`src/rtl/uart_addr_rx.sv`:
```
module uart_addr_rx #(
  parameter int DATA_W = 8,
  parameter int OVS = 16,
  parameter int SYNC_STAGES = 2
) (
  input  logic              clk,
  input  logic              rst_n,
  input  logic              rxd,
  input  logic              tick16,
  input  logic              nine_bit,
  input  logic              filter_en,
  input  logic [DATA_W-1:0] own_addr,
  input  logic [DATA_W-1:0] addr_mask,
  output logic [DATA_W-1:0] rx_byte,
  output logic              rx_bit9,
  output logic              rx_done,
  output logic              rx_ferr
);
  localparam int CW = $clog2(OVS);
  localparam int IW = $clog2(DATA_W + 3);
  localparam int MID = OVS / 2;
  localparam logic [CW-1:0] S_LO  = CW'(MID - 1);
  localparam logic [CW-1:0] S_MID = CW'(MID);
  localparam logic [CW-1:0] S_HI  = CW'(MID + 1);
  localparam logic [CW-1:0] S_TOP = CW'(OVS - 1);

  logic [SYNC_STAGES-1:0] sync_q;
  logic                   line, prev_q, busy_q, s_a, s_b, b9_q;
  logic [CW-1:0]          cnt_q;
  logic [IW-1:0]          idx_q, last_idx;
  logic [DATA_W-1:0]      sh_q, bcast;
  logic                   vote, at_vote, is_stop, is_data, hit_own, hit_bc, accept;

  assign line     = sync_q[SYNC_STAGES-1];
  assign vote     = (s_a & s_b) | (s_a & line) | (s_b & line);
  assign last_idx = nine_bit ? IW'(DATA_W + 2) : IW'(DATA_W + 1);
  assign at_vote  = busy_q && tick16 && (cnt_q == S_HI);
  assign is_stop  = (idx_q == last_idx);
  assign is_data  = (idx_q != '0) && (idx_q <= IW'(DATA_W));
  assign bcast    = own_addr | addr_mask;
  assign hit_own  = ((sh_q ^ own_addr) & addr_mask) == '0;
  assign hit_bc   = (sh_q & bcast) == bcast;
  assign accept   = !filter_en || (nine_bit ? (b9_q && (hit_own || hit_bc)) : vote);

  always_ff @(posedge clk or negedge rst_n) begin
    if (!rst_n) begin
      sync_q <= '1;
      prev_q <= 1'b1;
    end else begin
      sync_q <= {sync_q[SYNC_STAGES-2:0], rxd};
      if (tick16) prev_q <= line;
    end
  end

  always_ff @(posedge clk or negedge rst_n) begin
    if (!rst_n) begin
      busy_q <= 1'b0;
      cnt_q  <= '0;
      idx_q  <= '0;
      s_a    <= 1'b1;
      s_b    <= 1'b1;
      sh_q   <= '0;
      b9_q   <= 1'b0;
    end else if (!busy_q) begin
      if (tick16 && prev_q && !line) begin
        busy_q <= 1'b1;
        cnt_q  <= CW'(1);
        idx_q  <= '0;
      end
    end else if (tick16) begin
      cnt_q <= (cnt_q == S_TOP) ? '0 : cnt_q + 1'b1;
      if (cnt_q == S_LO)  s_a <= line;
      if (cnt_q == S_MID) s_b <= line;
      if (cnt_q == S_HI) begin
        idx_q <= idx_q + 1'b1;
        if (idx_q == '0) begin
          if (vote) busy_q <= 1'b0;
        end else if (is_data) begin
          sh_q <= {vote, sh_q[DATA_W-1:1]};
        end else if (!is_stop) begin
          b9_q <= vote;
        end else begin
          busy_q <= 1'b0;
        end
      end
    end
  end

  always_ff @(posedge clk or negedge rst_n) begin
    if (!rst_n) begin
      rx_byte <= '0;
      rx_bit9 <= 1'b0;
      rx_done <= 1'b0;
      rx_ferr <= 1'b0;
    end else begin
      rx_done <= 1'b0;
      rx_ferr <= 1'b0;
      if (at_vote && is_stop) begin
        rx_ferr <= !vote;
        if (accept) begin
          rx_done <= 1'b1;
          rx_byte <= sh_q;
          rx_bit9 <= nine_bit ? b9_q : vote;
        end
      end
    end
  end
endmodule

```
`config.mk`:
```
export PLATFORM = sky130hd
export DESIGN_NAME = uart_addr_rx
export DESIGN_NICKNAME = d
export VERILOG_FILES = /design/src/rtl/uart_addr_rx.sv
export SDC_FILE = /design/constraint.sdc
export NUM_CORES = 1
export LEC_CHECK = 0
export ABC_AREA = 1
export BUFFER_PORTS_ARGS = -buffer_cell sky130_fd_sc_hd__buf_2
export CORE_ASPECT_RATIO = 0.5
export CORE_MARGIN = 3
export CORE_UTILIZATION = 55
export CTS_CLUSTER_SIZE = 28
export DETAILED_ROUTE_END_ITERATION = 10
export PLACE_DENSITY_LB_ADDON = 0.12
export SYNTH_ARGS = -nofsm -noshare
export SYNTH_HDL_FRONTEND = slang
export SYNTH_SLANG_ARGS = --single-unit
```
`constraint.sdc`:
```
create_clock -name clk -period 2.27 [get_ports clk]
set_input_delay 0.227 -clock clk [delete_from_list [all_inputs] [get_ports clk]]
set_output_delay 0.227 -clock clk [all_outputs]
set_load 0.1 [all_outputs]
```
==> impl_metrics.json <==
{
  "part_of_the_cycle_the_worst_path_needs_pct": 67.5,
  "route.vias.total": 1600,
  "clock-root-buffer": "sky130_fd_sc_hd__clkbuf_8",
  "worst_slack_ps": 739,
  "holdBufCountCts": 0,
  "cts.clk_slew.worst_paths_ps": 70,
  "tritoncts_clock_tree": "done",
  "min_clock_period_post_route_ps": 1530,
  "worst_slew_pin_slew_ps": 748,
  "finClkSkew_ps": 5.91,
  "die_area_sq_um": 4130,
  "antennaDiodeCount": 0,
  "seqPwrFrac_pct": 43.5,
  "synth_most_common_cell": "sky130_fd_sc_hd__nand2_1",
  "clockPowerShare_pct": 28.5,
  "globalRouteTotalUtil_pct": 20.2,
  "cp.required_ps": 2450,
  "setup_violation_total_in_the_final_timing_report": 0,
  "ys_async_sr_fraction_pct": 100,
  "layout.cells.non_filler": 313,
  "clockBufferDepth": 2,
  "ant_nets": 0,
  "achievable-frequency_mhz": 653,
  "synth_edf_count": 0,
  "worst-path-max-fanout": 10,
  "synth_commonest_cells": "sky130_fd_sc_hd__nand2_1, sky130_fd_sc_hd__inv_1, sky130_fd_sc_hd__dfrtp_1, sky130_fd_sc_hd__o21ai_0, sky130_fd_sc_hd__nand3_1",
  "final_nets": 299,
  "comb_power_share_pct": 28.0,
  "timing_hold_violations_final": 0,
  "grt_setup_unrepaired": "no",
  "drt-wirelength-per-cell_um": 12.0,
  "synth_top_cell_area_share_pct": 39.3,
  "end_kind": "flop",
  "leak_pwr_nw": 1.22,
  "clock-sinks": 34,
  "detailed_place_hpwl_um": 2840,
  "critical_path_arrival_ps": 1710,
  "power.net_switching_w": 0.000691,
  "post-layout-total-power_w": 0.00193,
  "drtPass1Iterations": 4,
  "cts_setup_buffers": 0,
  "areaGrowthSynthToFinish_pct": 16.7,
  "post_drt_via_cell_ratio": 5.11,
  "r2r_setup_slack_ps": 740,
  "dp.cells": 305,
  "h_tree_level_count": 2,
  "post_synth_num_cell_types": 23,
  "drcViolationCount": 0,
  "antenna_found_initial": 0,
  "grt_remaining_overflow": 0,
  "drt_iter0_drc": 79,
  "ys_seq_elements": 34,
  "gpl.final_weighted_congestion": 0.834,
  "reg2regPathDepth": 9,
  "pwr_density_cell_nw_per_um2": 894,
  "placement.setup.worst_slack_ps": 734,
  "initial_core_util_pct": 59.6,
  "max-slew-margin-rel_pct": 50.1,
  "run_status": "completed",
  "syn-num-nets": 261,
  "report.final.slew_viol_count": 0,
  "portBuffers": 32,
  "drv.max_cap_violation_count": 0,
  "synthTopCellsByArea": "sky130_fd_sc_hd__dfrtp_1, sky130_fd_sc_hd__nand2_1, sky130_fd_sc_hd__dfstp_2, sky130_fd_sc_hd__o21ai_0, sky130_fd_sc_hd__inv_1",
  "grt_pass1_wl_um": 6170,
  "worst_ir_drop_vdd_mv": 0.738,
  "numCtsBuffers": 5,
  "synth-seq-area-share_pct": 46.4,
  "cell_internal_pwr_w": 0.00124,
  "cts_repair_resize_count": 0,
  "timing.setup.critical_path_class": "flop to flop",
  "totalWireLength_um": 3750,
  "first_global_vias": 1424,
  "final_layout_size_suffix_gt1_share_pct": 22.3,
  "core_sq_um": 3100,
  "synthCells": 234,
  "worstSkewPairLatency_ps": 290,
  "worst_hold_path_type": "input port to async pin",
  "fp-row-count": 14,
  "floorplan.io_pins": 33,
  "power_switching_share_pct": 35.9,
  "synth.avg_cell_area_sq_um": 7.89,
  "die_h_um": 47.0,
  "synth_top_cell_by_area": "sky130_fd_sc_hd__dfrtp_1",
  "critPathLaunchType": "flop",
  "synth-main-ff-cell": "sky130_fd_sc_hd__dfrtp_1",
  "grt_start_max_net_pins": 35,
  "synth-warning-count": 0,
  "setup-tns-final_ps": 0,
  "die_x_um": 88.0,
  "post_synth_instance_area_sq_um": 1850
}
power groups by stage:
stage / sequential, W / clock, W / combinational, W
final: 0.000838 / 0.000549 / 0.000540
after global routing: 0.000852 / 0.000586 / 0.000624
after CTS: 0.000837 / 0.000554 / 0.000549
after detailed placement: 0.000848 / 0 / 0.000541
after global placement: 0.000842 / 0 / 0.000525
after floorplan: 0.000851 / 0 / 0.000403
registers in the layout, indices dropped and copies added (netlist names):
name and count:
b9_q 1, busy_q 1, cnt_q 4, idx_q 4
prev_q 1, rx_bit9 1, rx_byte 8, rx_done 1
rx_ferr 1, s_a 1, s_b 1, sh_q 8
sync_q 2
worst paths after layout:
path,start,end
min,rst_n,rx_done
min reg2reg,sync_q[0],sync_q[1]
max,cnt_q[1],rx_byte[3]
min in group clk,rxd,sync_q[0]
max reg2reg,cnt_q[1],rx_byte[3]
max in group asynchronous,rst_n,cnt_q[1]
cell type report:
class / instances / area (sq um)
fill: 268 / 946
sequential: 34 / 857
timing repair buffer: 32 / 160
tap: 40 / 50.0
multi-input combinational: 162 / 835
inverter: 37 / 144
clock buffer: 5 / 68.8
clock inverter: 3 / 40.0
layer usage:
layer / global-route usage (%) / up-vias / routed length, um
li1: - / 820 / -
met1: 24.3 / 742 / 1730
met2: 36.2 / 29 / 1780
met3: 4.90 / 9 / 172
met4: 7.95 / 0 / 62
met5: 0 / - / 0
cells by family after synthesis:
group | count (synthesis) | share of synthesized area (%)
simple gates | 118 | 30.7
flops | 34 | 46.4
buf+inv | 38 | 8.40
fa+ha+maj | 5 | 3.39
compound gates | 39 | 11.1
placed cells by master (no fill, tap or decap):
cell type                   instances
sky130_fd_sc_hd__nand2_1           78
sky130_fd_sc_hd__buf_2             32
sky130_fd_sc_hd__inv_1             31
sky130_fd_sc_hd__dfrtp_1           29
sky130_fd_sc_hd__o21ai_0           24
sky130_fd_sc_hd__nand3_1           21
sky130_fd_sc_hd__a21oi_1            8
sky130_fd_sc_hd__nor2_1             7
sky130_fd_sc_hd__inv_2              5
sky130_fd_sc_hd__nand2_4            5
sky130_fd_sc_hd__ha_1               5
sky130_fd_sc_hd__clkbuf_8           5
sky130_fd_sc_hd__dfstp_2            5
sky130_fd_sc_hd__o21ai_1            3
sky130_fd_sc_hd__nor2_8             2
sky130_fd_sc_hd__nand4_1            2
sky130_fd_sc_hd__clkinv_2           2
sky130_fd_sc_hd__a21o_1             1
sky130_fd_sc_hd__o21ai_2            1
sky130_fd_sc_hd__nor2_4             1
sky130_fd_sc_hd__inv_6              1
sky130_fd_sc_hd__nand3_4            1
sky130_fd_sc_hd__nor3_1             1
sky130_fd_sc_hd__o22ai_1            1
sky130_fd_sc_hd__o211ai_1           1
sky130_fd_sc_hd__bufinv_16          1
stage by stage:
stage / cell area [sq um] / util [%] / hold WS, ps
floorplan: 1850 / - / -68.6
global placement: 2050 / 66.0 / 329
detailed placement: 2050 / 66.0 / 344
CTS: 2150 / 69.5 / 31.0
global route: 2150 / 69.5 / 49.7
finish: 2150 / 69.5 / 1.14
worst max-delay path, stage by stage (launching register included):
cell                      delay, ps
sky130_fd_sc_hd__dfrtp_1        400
sky130_fd_sc_hd__inv_1          100
sky130_fd_sc_hd__ha_1           190
sky130_fd_sc_hd__nand2_4         80
sky130_fd_sc_hd__nor2_8         170
sky130_fd_sc_hd__inv_6           60
sky130_fd_sc_hd__nor2_8         180
sky130_fd_sc_hd__nand2_4        110
sky130_fd_sc_hd__nand2_1         90
sky130_fd_sc_hd__nand2_1         50
No activity file was read; power rests on OpenSTA's default activity.
